<file path="src/rtl/dmaseq_pkg.sv">
package dmaseq_pkg;

  // Numeric values follow the step order of the sequence.
  typedef enum logic [3:0] {
    ST_IDLE      = 4'd0,
    ST_WAIT_GNT  = 4'd1,
    ST_WR_SETUP  = 4'd2,
    ST_WR_W3     = 4'd3,
    ST_WR_W4     = 4'd4,
    ST_WR_STROBE = 4'd5,
    ST_WR_H6     = 4'd6,
    ST_WR_H7     = 4'd7,
    ST_RELEASE   = 4'd8,
    ST_RD_SETUP  = 4'd9,
    ST_RD_W10    = 4'd10,
    ST_RD_W11    = 4'd11,
    ST_RD_STROBE = 4'd12,
    ST_RD_DROP   = 4'd13,
    ST_RD_TAIL   = 4'd14
  } seq_state_e;

  typedef struct packed {
    logic req;
    logic addr;
    logic data;
    logic c1;
    logic msyn;
  } bus_drive_t;

endpackage

</file>
<file path="src/rtl/dmaseq_sync.sv">
module dmaseq_sync #(
  parameter int STAGES = 2
) (
  input  logic clk,
  input  logic rst_n,
  input  logic d,
  output logic q
);
  localparam int LAST = STAGES - 1;

  logic [LAST:0] chain;

  generate
    if (STAGES == 1) begin : g_single
      always_ff @(posedge clk or negedge rst_n) begin
        if (!rst_n) chain <= '0;
        else        chain <= d;
      end
    end else begin : g_multi
      always_ff @(posedge clk or negedge rst_n) begin
        if (!rst_n) chain <= '0;
        else        chain <= {chain[LAST-1:0], d};
      end
    end
  endgenerate

  assign q = chain[LAST];
endmodule

</file>
<file path="src/rtl/dmaseq_fsm.sv">
module dmaseq_fsm
  import dmaseq_pkg::*;
(
  input  logic       clk,
  input  logic       rst_n,
  input  logic       start,
  input  logic       ctl_c1,
  input  logic       ctl_c0,
  input  logic       grant,
  input  logic       ssyn_s,
  output bus_drive_t drv,
  output logic       cap_load
);
  seq_state_e st, nxt;
  logic start_q;
  logic kind_c1, kind_c0;
  logic launch;

  assign launch = (st == ST_IDLE) && start && !start_q;

  always_ff @(posedge clk or negedge rst_n) begin
    if (!rst_n) begin
      st      <= ST_IDLE;
      start_q <= 1'b1;   // a start already high at reset is not an edge
      kind_c1 <= 1'b0;
      kind_c0 <= 1'b0;
    end else begin
      st      <= nxt;
      start_q <= start;
      if (launch) begin
        kind_c1 <= ctl_c1;
        kind_c0 <= ctl_c0;
      end
    end
  end

  always_comb begin
    nxt = st;
    unique case (st)
      ST_IDLE:      if (launch) nxt = ST_WAIT_GNT;
      ST_WAIT_GNT:  if (grant) nxt = kind_c1 ? ST_WR_SETUP : ST_RD_SETUP;
      ST_WR_SETUP:  nxt = ST_WR_W3;
      ST_WR_W3:     nxt = ST_WR_W4;
      ST_WR_W4:     nxt = ST_WR_STROBE;
      ST_WR_STROBE: if (ssyn_s) nxt = ST_WR_H6;
      ST_WR_H6:     nxt = ST_WR_H7;
      ST_WR_H7:     nxt = ST_RELEASE;
      ST_RELEASE:   if (!start) nxt = ST_IDLE;
      ST_RD_SETUP:  nxt = ST_RD_W10;
      ST_RD_W10:    nxt = ST_RD_W11;
      ST_RD_W11:    nxt = ST_RD_STROBE;
      ST_RD_STROBE: if (ssyn_s) nxt = ST_RD_DROP;
      ST_RD_DROP:   nxt = ST_RD_TAIL;
      ST_RD_TAIL: begin
        if (!kind_c0)     nxt = ST_RELEASE;
        else if (!ssyn_s) nxt = ST_WR_SETUP;
      end
      default:      nxt = ST_IDLE;
    endcase
  end

  // Moore decode of the bus-side controls.
  always_comb begin
    drv = '0;
    unique case (st)
      ST_WAIT_GNT:  drv.req = 1'b1;
      ST_WR_SETUP, ST_WR_W3, ST_WR_W4: begin
        drv.req = 1'b1; drv.addr = 1'b1; drv.data = 1'b1; drv.c1 = 1'b1;
      end
      ST_WR_STROBE: begin
        drv.req = 1'b1; drv.addr = 1'b1; drv.data = 1'b1; drv.c1 = 1'b1;
        drv.msyn = 1'b1;
      end
      ST_WR_H6, ST_WR_H7: begin
        drv.req = 1'b1; drv.addr = 1'b1; drv.c1 = 1'b1;
      end
      ST_RD_SETUP, ST_RD_W10, ST_RD_W11, ST_RD_DROP, ST_RD_TAIL: begin
        drv.req = 1'b1; drv.addr = 1'b1;
      end
      ST_RD_STROBE: begin
        drv.req = 1'b1; drv.addr = 1'b1; drv.msyn = 1'b1;
      end
      default: drv = '0;
    endcase
  end

  assign cap_load = (st == ST_RD_STROBE) && ssyn_s;
endmodule

</file>
<file path="src/rtl/dmaseq_rxreg.sv">
module dmaseq_rxreg #(
  parameter int DATA_W = 16
) (
  input  logic              clk,
  input  logic              rst_n,
  input  logic              load,
  input  logic [DATA_W-1:0] din,
  input  logic              ready,
  output logic              valid,
  output logic [DATA_W-1:0] dout
);
  always_ff @(posedge clk or negedge rst_n) begin
    if (!rst_n) begin
      valid <= 1'b0;
      dout  <= '0;
    end else if (load) begin
      valid <= 1'b1;
      dout  <= din;
    end else if (ready && valid) begin
      valid <= 1'b0;
    end
  end
endmodule

</file>
<file path="src/rtl/bus_dma_master.sv">
module bus_dma_master
  import dmaseq_pkg::*;
#(
  parameter int ADDR_W      = 18,
  parameter int DATA_W      = 16,
  parameter int SYNC_STAGES = 2
) (
  input  logic              clk,
  input  logic              rst_n,
  input  logic              start,
  input  logic              ctl_c1,
  input  logic              ctl_c0,
  input  logic [ADDR_W-1:0] xfer_addr,
  input  logic [DATA_W-1:0] xfer_wdata,
  input  logic              grant,
  input  logic              ssyn_async,
  input  logic [DATA_W-1:0] bus_rdata,
  output logic              mst_req,
  output logic              addr_en,
  output logic              data_en,
  output logic              c1_out,
  output logic              msyn,
  output logic [ADDR_W-1:0] bus_addr,
  output logic [DATA_W-1:0] bus_wdata,
  output logic              rd_valid,
  input  logic              rd_ready,
  output logic [DATA_W-1:0] rd_data
);
  bus_drive_t drv;
  logic ssyn_s;
  logic cap_load;

  dmaseq_sync #(.STAGES(SYNC_STAGES)) u_sync (
    .clk(clk), .rst_n(rst_n), .d(ssyn_async), .q(ssyn_s)
  );

  dmaseq_fsm u_fsm (
    .clk(clk), .rst_n(rst_n), .start(start), .ctl_c1(ctl_c1),
    .ctl_c0(ctl_c0), .grant(grant), .ssyn_s(ssyn_s),
    .drv(drv), .cap_load(cap_load)
  );

  dmaseq_rxreg #(.DATA_W(DATA_W)) u_rx (
    .clk(clk), .rst_n(rst_n), .load(cap_load), .din(bus_rdata),
    .ready(rd_ready), .valid(rd_valid), .dout(rd_data)
  );

  assign mst_req   = drv.req;
  assign addr_en   = drv.addr;
  assign data_en   = drv.data;
  assign c1_out    = drv.c1;
  assign msyn      = drv.msyn;
  assign bus_addr  = addr_en ? xfer_addr  : '0;
  assign bus_wdata = data_en ? xfer_wdata : '0;
endmodule

</file>
<file path="config.mk">
export PLATFORM = sky130hd
export DESIGN_NAME = bus_dma_master
export DESIGN_NICKNAME = d
export VERILOG_FILES = /design/src/rtl/dmaseq_pkg.sv /design/src/rtl/dmaseq_sync.sv /design/src/rtl/dmaseq_fsm.sv /design/src/rtl/dmaseq_rxreg.sv /design/src/rtl/bus_dma_master.sv
export SDC_FILE = /design/constraint.sdc
export NUM_CORES = 1
export LEC_CHECK = 0
export BUFFER_PORTS_ARGS = -buffer_cell sky130_fd_sc_hd__buf_2
export CORE_MARGIN = 1.5
export CORE_UTILIZATION = 42
export CTS_CLUSTER_DIAMETER = 30
export CTS_CLUSTER_SIZE = 30
export DETAILED_ROUTE_END_ITERATION = 16
export GPL_ROUTABILITY_DRIVEN = 0
export PLACE_DENSITY = 0.95
export SLEW_MARGIN = 15
export SYNTH_ARGS = -nofsm -noshare
export SYNTH_HDL_FRONTEND = slang
export SYNTH_SLANG_ARGS = --single-unit
</file>
<file path="constraint.sdc">
create_clock -name clk -period 2.7 [get_ports clk]
set_input_delay 0.81 -clock clk [delete_from_list [all_inputs] [get_ports clk]]
set_output_delay 0.81 -clock clk [all_outputs]
set_load 0.02 [all_outputs]
</file>
==> run summary, run 1 <==
Outcome - completed
Layout cell share with drive strength beyond 1 - 0.5754
Final Setup Violations - 0
Initial core utilization - 0.4504
First-pass DRT Iterations - 4
Most numerous cell in the Yosys netlist - and2_1
Hold Crit Class - register to register
Fin. max-slew vios - 0
I/O Buffers - 113
Final Net Count - 311
Cells after DPL - 292
Reg2reg end - u_fsm.kind_c0$_DFFE_PN0P_
Kind of critical path - register to output port
Worst Reg2Reg Path Length in Cells - 4
Clock Latency Late Sink - 0.31 ns
Area leader, netlist - dfrtp_1
GRT Util Overall - 0.1811
Total gr overflow - 0
Clk slew on worst S/H paths - 0.13 ns
Final non-filler cell total - 296
Crit-path max FO - 17
Fin util - 0.6668
DRT antenna net count - 0
Maxcap violations - 0
FF-to-FF setup slack - 0.84 ns
Top_reg_cell synth - dfrtp_1
Leakage - 0.001127 uW
Core Area - 3128 um2
Worst EP required - 1.89 ns
Critical Path Start - u_fsm.st[2]$_DFFE_PN0P_
Final Hold Viols - 0
Area growth syn-to-layout - 48.05%
Die area - 3711 um2
Vias per cell - 4.655
Syn Std Cell Area - 1409 um2
Largest net degree at the start of global routing - 27
CTS max path bufs - 2
Die width - 60.92 um
Worst Skew - 0.008464 ns
Avg Inst Size Synth - 10.36 um2
Vias - 1378
Final period util - 0.9306
Synth Net Count - 194
Worst-Margin Slew - 0.6065 ns
Worst rel slew slack - 0.5899
Die Ht - 60.92 um
Root Driver - clkbuf_4
Initial antenna violation count - 0
Synth top cells by count - and2_1, dfrtp_1, mux2_2
CTS tree - done
DP HPWL - 2813 um
Vias in the first global route - 1207
EDFF count, synth - 0
First-pass GRT wire length - 5050 um
Cts hold-fix bufs - 0
Num ports - 114
Antenna cells - 0
Worst R2R Start - u_fsm.st[0]$_DFFE_PN0P_
Startpoint types - register
WP data arrival - 1.70 ns
TritonCTS Sinks - 26
H-tree depth - 1
Power density over the cells - 1185 nW/um2
Synth warnings - 0
Yosys top cell area share - 0.4440
RSZ-0062 raised after global routing - false
Final wirelength - 3369 um
Minimum clock period - 2.513 ns
Number of unique standard cell types used by synthesis - 31
Synth async-reset ratio - 1.000
Worst setup EP type - output port
Flops & latches, synth - 26
Synth top area cells - dfrtp_1, and2_1, mux2_2
Post-synthesis sequential area ratio - 0.4627
Synth Instances - 136
Total power - 2472 uW
CP endpoint - bus_wdata[4]
DRC - 0
Initial DRC Count - 20
Routed wire length per instance - 11.38 um
Max Freq - 0.3980 GHz
Setup Total Neg Slack - 0 ns
# rows - 20
Maximum resistive drop on vdd - 0.5449 mV
CTS buffer count - 3
[registers in the layout, summed over array words and instances (netlist names)]
name and count:
u_sync.chain 2, u_rx.valid 1, u_fsm.start_q 1, u_rx.dout 16, u_fsm.kind_c0 1, u_fsm.st 4
u_fsm.kind_c1 1
[cells by family after synthesis]
logic type / Yosys count / share of synthesized area
AND/OR/NAND/NOR: 65 / 0.2744
XOR/XNOR: 1 / 0.006218
multiplexers: 18 / 0.1439
flip-flops: 26 / 0.4627
AO/OA/AOI/OAI: 15 / 0.07816
buffers and inverters: 11 / 0.03464
[critical path: stages (launching register included)]
cell and delay [ns]:
dfrtp_1 0.45, buf_4 0.19, nand2b_1 0.12, a21oi_1 0.17, buf_4 0.19, and2_1 0.13
buf_2 0.15
[worst min-delay path by stage]
stage	slack, ns	depth (start not counted)	end	start
CTS	0.38	0	u_sync.chain[1]$_DFF_PN0_	u_sync.chain[0]$_DFF_PN0_
floorplan	0.33	0	u_sync.chain[1]$_DFF_PN0_	u_sync.chain[0]$_DFF_PN0_
global route	0.39	0	u_sync.chain[1]$_DFF_PN0_	u_sync.chain[0]$_DFF_PN0_
global placement	0.33	0	u_sync.chain[1]$_DFF_PN0_	u_sync.chain[0]$_DFF_PN0_
finish	0.36	0	u_sync.chain[1]$_DFF_PN0_	u_sync.chain[0]$_DFF_PN0_
detailed placement	0.34	0	u_sync.chain[1]$_DFF_PN0_	u_sync.chain[0]$_DFF_PN0_
[power by group]
| part | leakage, uW | total, uW | switching [uW] | internal, uW |
|---|---|---|---|---|
| clock | 0.0000150 | 158 | 101 | 57.5 |
| sequential | 0.000314 | 686 | 126 | 560 |
| combinational | 0.000798 | 1630 | 947 | 680 |
[per-layer routing]
layer  vias up  wire length (um)  track usage
met5         -                 0            0
met2        56              1838       0.3472
met3         2               230      0.04478
met4         0                19      0.03727
li1        695                 -            -
met1       625              1280       0.2014
[timing repair]
action	CTS	global route
endpoints found under the setup margin	19	18
buffers inserted	0	0
gates resized for setup	1	1
endpoints found under the hold margin	0	0
pin swaps	0	0
[per-stage QoR]
step / hold WS (ns) / cell area [um2] / setup slack, ns
finish: 0.3628 / 2086 / 0.1875
global route: 0.3941 / 2086 / 0.01248
CTS: 0.3764 / 2078 / 0.08613
detailed placement: 0.3402 / 2048 / 0.1422
global placement: 0.3343 / 2048 / 0.2416
floorplan: 0.3312 / 1409 / 0.2600
[final cells by class]
cell class | count | area [um2]
Inverter | 2 | 7.507
Fill cell | 267 | 1042
Sequential cell | 26 | 651.9
Timing Repair Buffer | 121 | 625.6
Tap cell | 44 | 55.05
Clock buffer | 4 | 26.28
Multi-Input combinational cell | 99 | 719.4
[layout by cell type (no fill, tap or decap), types with 2 or more instances in the layout]
| master | count |
|---|---|
| buf_2 | 113 |
| and2_1 | 34 |
| dfrtp_1 | 25 |
| mux2_2 | 18 |
| nand2_1 | 10 |
| buf_4 | 8 |
| nor2_1 | 6 |
| nand2b_1 | 3 |
| o211ai_1 | 3 |
| clkbuf_4 | 3 |
| a21oi_1 | 2 |
| nor3_1 | 2 |
| nand3_1 | 2 |
| nand3b_1 | 2 |
| inv_1 | 2 |
| o21ai_0 | 2 |
No activity file was read; power rests on OpenSTA's default activity.
==> run 2: changes to the inputs <==
--- a/config.mk
+++ b/config.mk
@@ -6,14 +6,15 @@
 export NUM_CORES = 1
 export LEC_CHECK = 0
 export BUFFER_PORTS_ARGS = -buffer_cell sky130_fd_sc_hd__buf_2
-export CORE_MARGIN = 1.5
-export CORE_UTILIZATION = 42
+export CORE_MARGIN = 2
+export CORE_UTILIZATION = 43
 export CTS_CLUSTER_DIAMETER = 30
 export CTS_CLUSTER_SIZE = 30
 export DETAILED_ROUTE_END_ITERATION = 16
-export GPL_ROUTABILITY_DRIVEN = 0
+export GPL_ROUTABILITY_DRIVEN = 1
 export PLACE_DENSITY = 0.95
 export SLEW_MARGIN = 15
 export SYNTH_ARGS = -nofsm -noshare
 export SYNTH_HDL_FRONTEND = slang
+export SYNTH_HIERARCHICAL = 1
 export SYNTH_SLANG_ARGS = --single-unit
==> run 2 against run 1 <==
Wire length increased by 4.0%; sequential share of layout area shrank 0.33 points; global-route usage fell by 0.53 points; non-clock buffer count shrank 2; via count increased by 2.9%; clock power about the same; clock skew down 0.0034 ns; sequential cell count is the same; synthesized area grew 4.7%; setup slack lost 0.00059 ns; largest cell class unchanged; largest power group unchanged; highest routed layer unchanged.
==> run summary, run 2 <==
Outcome - completed
Hold Crit Class - register to register
RSZ-0062 raised after global routing - false
Leakage - 0.001160 uW
Final Setup Violations - 0
Synth async-reset ratio - 1.000
Yosys top cell area share - 0.4241
Max Freq - 0.3979 GHz
Final non-filler cell total - 297
Synth warnings - 6
Post-synthesis sequential area ratio - 0.4419
Crit-path max FO - 17
Final Net Count - 310
Layout cell share with drive strength beyond 1 - 0.6375
Maximum resistive drop on vdd - 0.6625 mV
Startpoint types - register
EDFF count, synth - 0
DRT antenna net count - 0
Worst rel slew slack - 0.6320
Critical Path Start - u_fsm/st[1]$_DFFE_PN0P_
Vias per cell - 4.774
Max reg flops - 16
Total gr overflow - 0
Vias in the first global route - 1339
CTS max path bufs - 2
Initial antenna violation count - 0
Die Ht - 62.57 um
Die area - 3915 um2
Synth Instances - 137
Power density over the cells - 1187 nW/um2
GRT Util Overall - 0.1759
Final wirelength - 3504 um
I/O Buffers - 113
Kind of critical path - register to output port
Worst Skew - 0.005064 ns
Clock Latency Late Sink - 0.31 ns
First-pass GRT wire length - 5623 um
Hold WS - 0.3721 ns
Area growth syn-to-layout - 42.92%
DP HPWL - 2919 um
Worst-Margin Slew - 0.5520 ns
Fin. max-slew vios - 0
FF-to-FF setup slack - 1.05 ns
Minimum clock period - 2.513 ns
Total power - 2503 uW
WP data arrival - 1.70 ns
Setup bufs post-CTS - 0
Worst setup EP type - output port
Worst EP required - 1.89 ns
Area leader, netlist - dfrtp_1
First-pass DRT Iterations - 4
Root Driver - clkbuf_4
Die width - 62.57 um
CTS tree - done
Routed wire length per instance - 11.80 um
Cells after DPL - 293
Regs by FF count - u_rx/dout: 16 flops, u_fsm/st: 4 flops, u_sync/chain: 2 flops
Maxcap violations - 0
H-tree depth - 1
Initial DRC Count - 42
Top_reg_cell synth - dfrtp_1
Most frequent cells in the layout - buf_2, dfrtp_1, and2_1, and2_2, nor2_1
Cts hold-fix bufs - 0
Antenna cells - 0
Grt peak-use layer - met2
Routability cong. - 0.9009
Flops & latches, synth - 26
Synth Net Count - 195
Met1 Usage GRT - 0.1939
Synth top area cells - dfrtp_1, mux2_4, and2_1
Reg2reg end - u_rx/dout[0]$_DFFE_PN0P_
Avg Inst Size Synth - 10.77 um2
Worst R2R Start - u_fsm/st[1]$_DFFE_PN0P_
Setup Total Neg Slack - 0 ns
Largest net degree at the start of global routing - 27
Clk slew on worst S/H paths - 0.13 ns
Final Hold Viols - 0
Synth top cells by count - dfrtp_1, and2_1, and2_2
Met3 Use GR - 0.05946
Number of unique standard cell types used by synthesis - 31
DRC - 0
Met2 Usage GRT - 0.3199
Top reg by flops - u_rx/dout
Vias - 1418
Initial core utilization - 0.4456
CTS buffer count - 3
Worst Reg2Reg Path Length in Cells - 6
TritonCTS Sinks - 26
Syn Std Cell Area - 1475 um2
Most numerous cell in the Yosys netlist - dfrtp_1
CP endpoint - bus_wdata[5]
Commonest non-fill, non-tap cell in the layout - buf_2
Final period util - 0.9308
Num ports - 114
# rows - 21
Core Area - 3311 um2
run 2: cell types whose count changed after synthesis, moves of 5 or more:
cell	previous run	this run
mux2_4	0	9
and2_1	34	19
nor2_1	6	11
and2_2	0	15
mux2_2	18	9
clkbuf_1	5	0
run 2: where the power goes:
part / total [uW] / switching, uW / internal, uW / leakage, uW
sequential: 687 / 124 / 563 / 0.000313
combinational: 1650 / 945 / 709 / 0.000831
clock: 161 / 103 / 57.6 / 0.0000150
total: 2500 / 1170 / 1330 / 0.00116
run 2: cell families after synthesis:
family / Yosys count / share of synthesized area
AOI/OAI and AO/OA: 17 / 0.07719
buffers and inverters: 11 / 0.05598
and+or+nand+nor: 63 / 0.2519
muxes: 19 / 0.1671
DFF: 26 / 0.4419
xor gates and xnor gates: 1 / 0.005938
run 2: how the worst min path moves through the flow:
stage | start | to | slack (ns) | cells past startpoint
4_1_cts | u_sync/chain[0]$_DFF_PN0_ | u_sync/chain[1]$_DFF_PN0_ | 0.38 | 0
2_1_floorplan | u_sync/chain[0]$_DFF_PN0_ | u_sync/chain[1]$_DFF_PN0_ | 0.33 | 0
5_1_grt | u_sync/chain[0]$_DFF_PN0_ | u_sync/chain[1]$_DFF_PN0_ | 0.39 | 0
3_5_place_dp | u_sync/chain[0]$_DFF_PN0_ | u_sync/chain[1]$_DFF_PN0_ | 0.35 | 0
3_3_place_gp | u_sync/chain[0]$_DFF_PN0_ | u_sync/chain[1]$_DFF_PN0_ | 0.33 | 0
6_report | u_sync/chain[0]$_DFF_PN0_ | u_sync/chain[1]$_DFF_PN0_ | 0.37 | 0
run 2: final cells by class:
type	instances	area (um2)
Tap cell	46	57.56
Clock buffer	4	26.28
Sequential cell	26	651.9
Multi-Input combinational cell	100	754.5
Timing Repair Buffer	119	610.6
Fill cell	269	1202
Inverter	2	7.507
run 2: what timing repair did:
| item | CTS | global route |
|---|---|---|
| gates resized for setup | 1 | 1 |
| setup endpoints to repair | 19 | 18 |
| hold endpoints to repair | 0 | 0 |
run 2: critical path, stage by stage (launching register included):
cell and delay [ns]:
dfrtp_1 0.43, buf_4 0.18, nand2b_1 0.16, a21oi_1 0.15
buf_4 0.18, and2_1 0.13, buf_2 0.16
run 2: routing by layer:
metal	routed length, um	up-vias	part of all wire
li1	-	681	-
met1	1308	646	0.37
met2	1740	89	0.50
met3	444	2	0.13
met4	10	0	0.0029
met5	0	-	0
run 2: metrics by stage:
step / setup slack, ns / utilization / area, um2
floorplan: 0.08837 / - / 1475
global placement: 0.1903 / 0.6255 / 2071
detailed placement: 0.09261 / 0.6255 / 2071
CTS: 0.04051 / 0.6345 / 2101
global route: 0.03776 / 0.6368 / 2108
finish: 0.1869 / 0.6368 / 2108
==> run 3: changes to the inputs <==
==> constraint.sdc (replaced) <==
create_clock -name clk -period 2.9 [get_ports clk]
set_input_delay 0.87 -clock clk [delete_from_list [all_inputs] [get_ports clk]]
set_output_delay 0.87 -clock clk [all_outputs]
set_load 0.02 [all_outputs]
==> run 3 against run 2 <==
Die area is the same; first-iteration DRC count down 36%; combinational power shrank 9%; setup slack better by 0.069 ns; cell count is 0.67% lower; critical path type unchanged; critical endpoint is now bus_addr[7]; largest power group unchanged; highest routed layer unchanged.
==> run summary, run 3 (synthesized netlist as in run 2, its figures left out) <==
Outcome - completed
Power density over the cells - 1106 nW/um2
RSZ-0062 raised after global routing - false
CTS max path bufs - 2
Final Hold Viols - 0
Final wirelength - 3570 um
Die area - 3915 um2
Most frequent cells in the layout - buf_2, dfrtp_1, and2_1, and2_2, nor2_1
Maxcap violations - 0
I/O Buffers - 113
Crit-path max FO - 19
Max reg flops - 16
Root Driver - clkbuf_4
# rows - 21
Regs by FF count - u_rx/dout: 16 flops, u_fsm/st: 4 flops, u_sync/chain: 2 flops
Vias per cell - 4.715
Worst rel slew slack - 0.6399
Startpoint types - register
Maximum resistive drop on vdd - 0.6498 mV
Total power - 2316 uW
Vias in the first global route - 1358
Post-route cell area - 2093 um2
Worst slack, placed - 0.1586 ns
First-pass DRT Iterations - 4
First-pass GRT wire length - 5809 um
Worst Skew - 0.01207 ns
Final Net Count - 308
Commonest non-fill, non-tap cell in the layout - buf_2
Total gr overflow - 0
Worst setup EP type - output port
Minimum clock period - 2.644 ns
CTS tree - done
Setup bufs post-CTS - 0
Clock Latency Late Sink - 0.31 ns
TritonCTS Sinks - 26
Die Ht - 62.57 um
Core Area - 3311 um2
Final Setup Violations - 0
Worst EP required - 2.03 ns
Die width - 62.57 um
WP data arrival - 1.77 ns
Num ports - 114
DRT antenna net count - 0
Worst-Margin Slew - 0.5401 ns
DP HPWL - 2901 um
Initial DRC Count - 27
Initial core utilization - 0.4456
Clk slew on worst S/H paths - 0.13 ns
Max Freq - 0.3782 GHz
Routability cong. - 0.8245
Final non-filler cell total - 295
Largest net degree at the start of global routing - 27
Antenna cells - 0
Final period util - 0.9117
# resized after CTS - 1
DP Area - 2056 um2
Top reg by flops - u_rx/dout
Cells after DPL - 291
Area growth syn-to-layout - 41.90%
Cts hold-fix bufs - 0
H-tree depth - 1
DRC - 0
Setup Total Neg Slack - 0 ns
Hold Crit Class - register to register
GRT Util Overall - 0.1808
Fin. max-slew vios - 0
Vias - 1391
Final worst setup slack - 0.2561 ns
Layout cell share with drive strength beyond 1 - 0.6345
CTS buffer count - 3
Kind of critical path - register to output port
Routed wire length per instance - 12.10 um
Leakage - 0.001150 uW
Initial antenna violation count - 0
run 3: cell count changes in the layout (fill, tap and decap cells not counted):
cell,delta
buf_4,-2
run 3: critical path, stage by stage, from the launching register on:
cell and delay (ns):
dfrtp_1 0.59, nor2_1 0.18, a21oi_4 0.33, and2_2 0.21, buf_2 0.16
run 3: final timing paths:
check / from / endpoint / slack [ns] / cells after the start
worst max-delay path: u_fsm/st[1]$_DFFE_PN0P_ / bus_addr[7] / 0.26 / 4
worst max register to register: u_fsm/st[1]$_DFFE_PN0P_ / u_rx/dout[2]$_DFFE_PN0P_ / 1.25 / 5
worst min-delay path: u_sync/chain[0]$_DFF_PN0_ / u_sync/chain[1]$_DFF_PN0_ / 0.36 / 0
worst min register to register: u_sync/chain[0]$_DFF_PN0_ / u_sync/chain[1]$_DFF_PN0_ / 0.36 / 0
min in group asynchronous: rst_n / u_rx/dout[0]$_DFFE_PN0P_ / 0.52 / 1
max in group asynchronous: rst_n / u_fsm/start_q$_DFF_PN1_ / 2.00 / 1
run 3: area by class of cell:
| cell class | count | area, um2 |
|---|---|---|
| fill | 284 | 1217 |
| multi-input combinational | 100 | 754.5 |
| sequential | 26 | 651.9 |
| timing repair buffer | 117 | 595.6 |
| tap | 46 | 57.56 |
| clock buffer | 4 | 26.28 |
| inverter | 2 | 7.507 |
run 3: report_power, final:
part | total (uW) | internal [uW] | switching, uW
registers | 667 | 524 | 143
clock network | 148 | 53.6 | 94.3
logic | 1500 | 644 | 857
total | 2320 | 1220 | 1090
run 3: per-stage QoR:
| stage | hold slack [ns] | utilization |
|---|---|---|
| after floorplan | 0.3312 | - |
| after global placement | 0.3350 | 0.6209 |
| after detailed placement | 0.3497 | 0.6209 |
| after CTS | 0.3662 | 0.6300 |
| after global routing | 0.3810 | 0.6323 |
| final | 0.3623 | 0.6323 |
run 3: per-layer routing:
| metal | GRT usage | wire length [um] |
|---|---|---|
| met5 | 0 | 0 |
| met4 | 0.05000 | 14 |
| met3 | 0.04685 | 409 |
| met2 | 0.3347 | 1703 |
| met1 | 0.2042 | 1442 |
